`src/rtl/spi_ctrl_pkg.sv`:
```
package spi_ctrl_pkg;
  typedef enum logic [1:0] {
    ROLE_M_NORM  = 2'd0,
    ROLE_M_BIDIR = 2'd1,
    ROLE_S_NORM  = 2'd2,
    ROLE_S_BIDIR = 2'd3
  } pin_role_e;

  function automatic pin_role_e role_of(logic master, logic bidir);
    return pin_role_e'({~master, bidir});
  endfunction
endpackage

```
`src/rtl/spi_baud_gen.sv`:
```
module spi_baud_gen #(
  parameter int PRE_W  = 3,
  parameter int RATE_W = 3
) (
  input  logic              clk_i,
  input  logic              rst_ni,
  input  logic              run_i,
  input  logic [PRE_W-1:0]  pre_i,
  input  logic [RATE_W-1:0] rate_i,
  output logic              tick_o
);
  localparam int MaxShift = (1 << RATE_W) - 1;
  localparam int CntW     = PRE_W + MaxShift + 1;

  logic [CntW-1:0] cnt_q, half_len;

  // half SCK period = (pre+1) * 2^rate bus clocks
  always_comb half_len = (CntW'(pre_i) + CntW'(1)) << rate_i;
  assign tick_o = run_i && (cnt_q == half_len - CntW'(1));

  always_ff @(posedge clk_i or negedge rst_ni) begin
    if (!rst_ni)      cnt_q <= '0;
    else if (!run_i)  cnt_q <= '0;
    else if (tick_o)  cnt_q <= '0;
    else              cnt_q <= cnt_q + CntW'(1);
  end
endmodule

```
`src/rtl/spi_master_ctl.sv`:
```
module spi_master_ctl #(
  parameter int DATA_W = 8
) (
  input  logic clk_i,
  input  logic rst_ni,
  input  logic en_i,
  input  logic master_i,
  input  logic start_i,
  input  logic tick_i,
  output logic busy_o,
  output logic sck_o,
  output logic rise_o,
  output logic fall_o
);
  localparam int Edges = 2 * DATA_W;
  localparam int EdgeW = $clog2(Edges);

  logic [EdgeW-1:0] edge_q;
  logic             busy_q, sck_q;

  assign busy_o = busy_q;
  assign sck_o  = sck_q;
  assign rise_o = busy_q && tick_i && !sck_q;
  assign fall_o = busy_q && tick_i && sck_q;

  always_ff @(posedge clk_i or negedge rst_ni) begin
    if (!rst_ni) begin
      busy_q <= 1'b0;
      sck_q  <= 1'b0;
      edge_q <= '0;
    end else if (!en_i || !master_i) begin
      busy_q <= 1'b0;
      sck_q  <= 1'b0;
      edge_q <= '0;
    end else if (!busy_q) begin
      busy_q <= start_i;
      sck_q  <= 1'b0;
      edge_q <= '0;
    end else if (tick_i) begin
      sck_q <= ~sck_q;
      if (edge_q == EdgeW'(Edges - 1)) begin
        busy_q <= 1'b0;
        edge_q <= '0;
      end else begin
        edge_q <= edge_q + EdgeW'(1);
      end
    end
  end
endmodule

```
`src/rtl/spi_slave_sync.sv`:
```
module spi_slave_sync #(
  parameter int SYNC_STAGES = 2
) (
  input  logic clk_i,
  input  logic rst_ni,
  input  logic sck_i,
  input  logic ss_i,
  output logic ss_s_o,
  output logic sel_o,
  output logic rise_o,
  output logic fall_o
);
  logic [SYNC_STAGES-1:0] sck_sync_q, ss_sync_q;
  logic                   sck_prev_q;
  logic                   sck_s;

  assign sck_s  = sck_sync_q[SYNC_STAGES-1];
  assign ss_s_o = ss_sync_q[SYNC_STAGES-1];
  assign sel_o  = ~ss_s_o;
  assign rise_o = sel_o && sck_s && !sck_prev_q;
  assign fall_o = sel_o && !sck_s && sck_prev_q;

  always_ff @(posedge clk_i or negedge rst_ni) begin
    if (!rst_ni) begin
      sck_sync_q <= '0;
      ss_sync_q  <= '1;
      sck_prev_q <= 1'b0;
    end else begin
      sck_sync_q <= {sck_sync_q[SYNC_STAGES-2:0], sck_i};
      ss_sync_q  <= {ss_sync_q[SYNC_STAGES-2:0], ss_i};
      sck_prev_q <= sck_s;
    end
  end
endmodule

```
`src/rtl/spi_shift.sv`:
```
module spi_shift #(
  parameter int DATA_W = 8
) (
  input  logic              clk_i,
  input  logic              rst_ni,
  input  logic              clr_i,
  input  logic              load_i,
  input  logic [DATA_W-1:0] tx_i,
  input  logic              rise_i,
  input  logic              fall_i,
  input  logic              din_i,
  output logic              dout_o,
  output logic [DATA_W-1:0] rx_o,
  output logic              done_o
);
  localparam int CntW = $clog2(DATA_W);

  logic [DATA_W-1:0] sh_q, rx_q;
  logic [CntW-1:0]   cnt_q;
  logic              in_q, done_q;

  assign dout_o = sh_q[DATA_W-1];
  assign rx_o   = rx_q;
  assign done_o = done_q;

  always_ff @(posedge clk_i or negedge rst_ni) begin
    if (!rst_ni) begin
      sh_q   <= '0;
      rx_q   <= '0;
      cnt_q  <= '0;
      in_q   <= 1'b0;
      done_q <= 1'b0;
    end else begin
      done_q <= 1'b0;
      if (load_i)      sh_q <= tx_i;
      else if (fall_i) sh_q <= {sh_q[DATA_W-2:0], in_q};
      if (clr_i || load_i) begin
        cnt_q <= '0;
      end else if (rise_i) begin
        in_q <= din_i;
        if (cnt_q == CntW'(DATA_W - 1)) begin
          cnt_q  <= '0;
          rx_q   <= {sh_q[DATA_W-2:0], din_i};
          done_q <= 1'b1;
        end else begin
          cnt_q <= cnt_q + CntW'(1);
        end
      end
    end
  end
endmodule

```
`src/rtl/spi_pin_mux.sv`:
```
module spi_pin_mux
  import spi_ctrl_pkg::*;
(
  input  logic      en_i,
  input  pin_role_e role_i,
  input  logic      bidir_oe_i,
  input  logic      sel_i,
  input  logic      dout_i,
  input  logic      mosi_i,
  input  logic      miso_i,
  output logic      mosi_o,
  output logic      mosi_oe_o,
  output logic      miso_o,
  output logic      miso_oe_o,
  output logic      din_o
);
  always_comb begin
    mosi_o    = dout_i;
    miso_o    = dout_i;
    mosi_oe_o = 1'b0;
    miso_oe_o = 1'b0;
    din_o     = miso_i;
    unique case (role_i)
      ROLE_M_NORM: begin
        mosi_oe_o = en_i;
        din_o     = miso_i;
      end
      ROLE_M_BIDIR: begin
        mosi_oe_o = en_i & bidir_oe_i;
        din_o     = mosi_i;
      end
      ROLE_S_NORM: begin
        miso_oe_o = en_i & sel_i;
        din_o     = mosi_i;
      end
      ROLE_S_BIDIR: begin
        miso_oe_o = en_i & sel_i & bidir_oe_i;
        din_o     = miso_i;
      end
      default: ;
    endcase
  end
endmodule

```
`src/rtl/spi_serial_ctrl.sv`:
```
module spi_serial_ctrl
  import spi_ctrl_pkg::*;
#(
  parameter int DATA_W      = 8,
  parameter int PRE_W       = 3,
  parameter int RATE_W      = 3,
  parameter int SYNC_STAGES = 2
) (
  input  logic              clk_i,
  input  logic              rst_ni,
  input  logic              en_i,
  input  logic              master_i,
  input  logic              ss_out_en_i,
  input  logic              fault_en_i,
  input  logic              bidir_i,
  input  logic              bidir_oe_i,
  input  logic [PRE_W-1:0]  pre_i,
  input  logic [RATE_W-1:0] rate_i,
  input  logic              start_i,
  input  logic [DATA_W-1:0] tx_data_i,
  output logic [DATA_W-1:0] rx_data_o,
  output logic              done_o,
  output logic              busy_o,
  output logic              fault_o,
  input  logic              sck_i,
  output logic              sck_o,
  output logic              sck_oe_o,
  input  logic              ss_i,
  output logic              ss_o,
  output logic              ss_oe_o,
  input  logic              mosi_i,
  output logic              mosi_o,
  output logic              mosi_oe_o,
  input  logic              miso_i,
  output logic              miso_o,
  output logic              miso_oe_o
);
  logic      tick, m_busy, m_sck, m_rise, m_fall;
  logic      s_ss, s_sel, s_rise, s_fall;
  logic      load, clr, rise, fall, dout, din;
  logic      fault_q;
  pin_role_e role;

  assign role = role_of(master_i, bidir_i);

  spi_baud_gen #(.PRE_W(PRE_W), .RATE_W(RATE_W)) u_baud (
    .clk_i, .rst_ni, .run_i(m_busy), .pre_i, .rate_i, .tick_o(tick)
  );

  spi_master_ctl #(.DATA_W(DATA_W)) u_mctl (
    .clk_i, .rst_ni, .en_i, .master_i, .start_i, .tick_i(tick),
    .busy_o(m_busy), .sck_o(m_sck), .rise_o(m_rise), .fall_o(m_fall)
  );

  spi_slave_sync #(.SYNC_STAGES(SYNC_STAGES)) u_sync (
    .clk_i, .rst_ni, .sck_i, .ss_i,
    .ss_s_o(s_ss), .sel_o(s_sel), .rise_o(s_rise), .fall_o(s_fall)
  );

  // a slave preloads only while deselected; a master only while idle
  assign load = en_i && start_i && (master_i ? !m_busy : !s_sel);
  assign clr  = !en_i || (!master_i && !s_sel);
  assign rise = en_i && (master_i ? m_rise : s_rise);
  assign fall = en_i && (master_i ? m_fall : s_fall);

  spi_shift #(.DATA_W(DATA_W)) u_shift (
    .clk_i, .rst_ni, .clr_i(clr), .load_i(load), .tx_i(tx_data_i),
    .rise_i(rise), .fall_i(fall), .din_i(din),
    .dout_o(dout), .rx_o(rx_data_o), .done_o
  );

  spi_pin_mux u_pins (
    .en_i, .role_i(role), .bidir_oe_i, .sel_i(s_sel), .dout_i(dout),
    .mosi_i, .miso_i, .mosi_o, .mosi_oe_o, .miso_o, .miso_oe_o, .din_o(din)
  );

  always_ff @(posedge clk_i or negedge rst_ni) begin
    if (!rst_ni) fault_q <= 1'b0;
    else         fault_q <= en_i && master_i && fault_en_i && !ss_out_en_i && !s_ss;
  end

  assign busy_o   = m_busy;
  assign fault_o  = fault_q;
  assign sck_o    = m_sck;
  assign sck_oe_o = en_i && master_i;
  assign ss_o     = !m_busy;
  assign ss_oe_o  = en_i && master_i && ss_out_en_i && fault_en_i;
endmodule

```
`config.mk`:
```
export PLATFORM = sky130hd
export DESIGN_NAME = spi_serial_ctrl
export DESIGN_NICKNAME = d
export VERILOG_FILES = /design/src/rtl/spi_ctrl_pkg.sv /design/src/rtl/spi_baud_gen.sv /design/src/rtl/spi_master_ctl.sv /design/src/rtl/spi_slave_sync.sv /design/src/rtl/spi_shift.sv /design/src/rtl/spi_pin_mux.sv /design/src/rtl/spi_serial_ctrl.sv
export SDC_FILE = /design/constraint.sdc
export NUM_CORES = 1
export LEC_CHECK = 0
export ABC_AREA = 1
export BUFFER_PORTS_ARGS = -buffer_cell sky130_fd_sc_hd__buf_2
export CAP_MARGIN = 0
export CORE_MARGIN = 3
export CORE_UTILIZATION = 40
export DETAILED_ROUTE_END_ITERATION = 6
export MAX_ROUTING_LAYER = met4
export PLACE_DENSITY_LB_ADDON = 0.25
export REMOVE_ABC_BUFFERS = 1
export SLEW_MARGIN = 0
export SYNTH_ARGS = -nofsm -noshare
export SYNTH_HDL_FRONTEND = slang
export SYNTH_SLANG_ARGS = --single-unit
```
`constraint.sdc`:
```
create_clock -name clk_i -period 3.2 [get_ports clk_i]
set_clock_uncertainty 0.2 [all_clocks]
set_input_delay 0.32 -clock clk_i [delete_from_list [all_inputs] [get_ports clk_i]]
set_output_delay 0.32 -clock clk_i [all_outputs]
set_load 0.01 [all_outputs]
```
==> metrics.csv <==
metric;value;unit
relative contribution of the clock network to total power;33.6;%
H-Tree Level Count;2;
Leak;1.81;nW
worst-skew pair later-pin latency;0.29;ns
fraction of the mapped netlist area in simple logic gates;42.4;%
detail-routed net length per standard cell;11.2;um
antenna cell count;0;
met3 usage in global routing;3.23;%
final clock period utilization by the worst path;86.1;%
category of the worst setup path capture point;flip-flop;
Fillers;715;
First-pass DRT Iterations;4;
critical path fanouts, max;13;
final setup TNS;0;ns
cell with the most instances after synthesis;nand2_1;
proportion of synthesized chip area in sequential cells;38.0;%
cell types with the highest counts after synthesis;nand2_1 (130), nand3_1 (43), dfrtp_1 (42), inv_1 (33), nor2_1 (27);
clk slew on worst S/H paths;0.09;ns
Mapped Cells;381;
number of global-route vias before repair;2335;
combined flip-flop and latch cell area;0.00110;mm^2
CTS buffer count;5;
largest net degree at the start of global routing;45;
share of final-layout standard cells stronger than drive strength 1;22.2;%
Int Power;0.000941;W
height of the die;91.2;um
final global-route overflow total;0;
Max-Slew Margin vs Limit;35.1;%
primary flip-flop cell chosen by synthesis mapping;dfrtp_1;
number of pins with negative max-slew slack in the final report;0;
maximum VDD drop;0.258;mV
Switching Power;0.000381;W
Async SR Flop Fraction;100;%
Worst Path Arrival;2.75;ns
number of warnings reported in the yosys synthesis log;0;
HP Class;in -> async;
clock buffer depth;2;
part of the total power dissipated in combinational logic;19.5;%
total wire length;5.90;mm
part of the power in registers;46.9;%
starting density of the core;42.0;%
Most Used Layer, Global Route;met2;
worst setup slack after layout;0.443;ns
compound-cell area share of the yosys netlist;2.89;%
number of enable flip-flop cells after synthesis;0;
setup repair after global routing missed its margin;false;
Switching Share;28.8;%
number of distinct library cells after synthesis;39;
synthesized-area fraction occupied by xor and xnor cells;4.83;%
met2 usage in global routing;25.5;%
number of setup violations in the final report;0;
total of max-cap violations;0;
post-synthesis cell type with the largest combined area;dfrtp_1;
netlist area before placement;0.00290;mm^2
total area of multi-input combinational cells;0.00159;mm^2
vias per cell;4.82;
sinks on the clock net;44;
Std-Cell Core Area;0.00691;mm^2
routing usage on met1;19.3;%
data required time of the worst path;3.19;ns
Synth Area in Adders;4.31;%
floorplan row count;30;
initial antenna violation count;0;
startpoint type of the worst setup path;input port;
Hold Violations, Final;31;
GRT Total Usage;15.5;%
clock tree from TritonCTS;done;
result of the run;complete, but fails checks;
power density over the cells;395;mW/mm^2
width of the chip;91.2;um
slew at the pin closest to its max-slew limit;0.973;ns
multiplexer share of the synthesized area;0.388;%
time the worst path needs with I/O delays and setup;2.76;ns
antenna viol nets, final;0;
violations in the final reports;negative hold slack;
cells resized by post-CTS repair;0;
Detailed Route Iter0 Violations;84;
placed wire-length estimate after detailed placement;4.62;mm
detailed-route via count;2543;
combinational family with the most area after synthesis;simple AND/OR/NAND/NOR gates;
count of input and output buffers;45;
first-pass GRT wire length;10.4;mm
number of register bits inferred by synthesis;44;
routability congestion estimate from global placement;0.812;
top-area cell type share of the netlist area;36.2;%
most area-consuming cells after synthesis;dfrtp_1 (36%), nand2_1 (17%), nand3_1 (7.4%), ha_1 (4.3%), inv_1 (4.3%);
worst setup timing slack at the placement stage;0.122;ns
critical path type;in -> reg;
peak clock frequency supported by timing;0.363;GHz
post-synthesis average cell area;7.62;um^2
layout overhead on the synthesized area;15.4;%
full die area;0.00831;mm^2
# nets final;468;
post-route worst hold slack;-0.0238;ns
root buffer selected by CTS;clkbuf_8;
DRC violation count after routing;0;
top-level I/O count;46;
[what timing repair did]
action | CTS | global route
setup endpoints to repair | 0 | 0
hold buffers | 3 | 0
setup buffers | 0 | 0
endpoints found under the hold margin | 3 | 0
[worst paths after layout]
check,from,to,slack [ns],depth (start not counted)
hold reg to reg,u_sync.sck_sync_q[0]$_DFF_PN0_,u_sync.sck_sync_q[1]$_DFF_PN0_,0.16,0
hold / removal,rst_ni,u_shift.rx_o[1]$_DFFE_PN0P_,-0.02,1
max in group asynchronous,rst_ni,u_mctl.edge_q[2]$_DFFE_PN0P_,2.21,1
setup / recovery,pre_i[0],u_shift.rx_o[7]$_DFFE_PN0P_,0.44,19
min in group clk_i,fault_en_i,fault_o$_DFF_PN0_,0.07,3
setup reg to reg,u_mctl.busy_o$_DFF_PN0_,u_shift.rx_o[7]$_DFFE_PN0P_,1.05,13
[cell type report]
class	count	area share [%]
clock inverters	2	1.16
repair buffers	50	8.07
well taps	96	3.59
inverters	37	4.30
clock buffers	6	2.47
flip-flops and latches	44	32.9
multi-input cells	293	47.5
[placed cells by master (no fill, tap or decap), drive strengths merged]
cell / instances
nand2: 142
nand3: 51
buf: 47
dfrtp: 42
inv: 36
nor2: 34
nand4: 12
xor2: 11
ha: 10
o21ai: 8
clkbuf: 6
a21oi: 5
xnor2: 5
nand3b: 3
dlygate4sd3: 3
nor3: 3
or2: 3
dfstp: 2
nor3b: 2
clkinv: 2
nor4: 1
o31ai: 1
mux2: 1
o21a: 1
bufinv: 1
[cell families (layout without fill, tap and decap cells)]
kind of cell    Yosys count  count (layout)
simple gates            251             251
flops                    44              44
buf+inv                  44              95
xor+xnor                 16              16
compound gates           15              15
fa+ha+maj                10              10
mux                       1               1
[through the flow]
| stage | util [%] | cells | power [W] | cell area, um^2 | hold WS, ns |
|---|---|---|---|---|---|
| finish | 48.5 | 528 | 0.00132 | 3350 | -0.0238 |
| global route | 48.5 | 528 | 0.00140 | 3350 | 0.0369 |
| CTS | 48.5 | 528 | 0.00134 | 3350 | 0.0126 |
| detailed placement | 46.3 | 517 | 0.000886 | 3200 | 0.139 |
| global placement | 46.3 | 517 | 0.000881 | 3200 | 0.137 |
| floorplan | - | 374 | 0.000798 | 2840 | -0.176 |
[registers in the layout, indices dropped and copies added, names as in the netlist, 2 cells and up]
name	cells
u_baud.cnt_q	11
u_sync.ss_sync_q	2
u_sync.sck_sync_q	2
u_mctl.edge_q	4
u_shift.rx_o	8
u_shift.cnt_q	3
u_shift.sh_q	8
[routing by layer]
| metal | part of all wire (%) | wire length, um |
|---|---|---|
| met5 | 0 | 0 |
| met4 | 1.5 | 91 |
| met3 | 4.5 | 265 |
| met2 | 47 | 2770 |
| met1 | 47 | 2770 |
[critical path, cell delays in order]
cell and delay (ns):
buf_2 0.13, ha_1 0.31, o21ai_2 0.08, nor2_1 0.15, nand2_2 0.08, ha_1 0.29, xnor2_1 0.13, nor2_1 0.09
nand3_1 0.10, nor3_2 0.17, nand2_1 0.08, nor2_2 0.11, nand2_2 0.06, nor2_4 0.12, nand4_4 0.13, nand2_4 0.18
nand2_4 0.10, nand2_1 0.09, nand2_1 0.04
[power by group through the flow]
stage               Sequential (W)  Combinational [W]  Clock, W
finish                    0.000620           0.000258  0.000445
floorplan                 0.000625           0.000172         0
CTS                       0.000620           0.000260  0.000460
global route              0.000625           0.000296  0.000483
global placement          0.000630           0.000252         0
detailed placement        0.000630           0.000256         0
(Power assumes the default switching activity.)
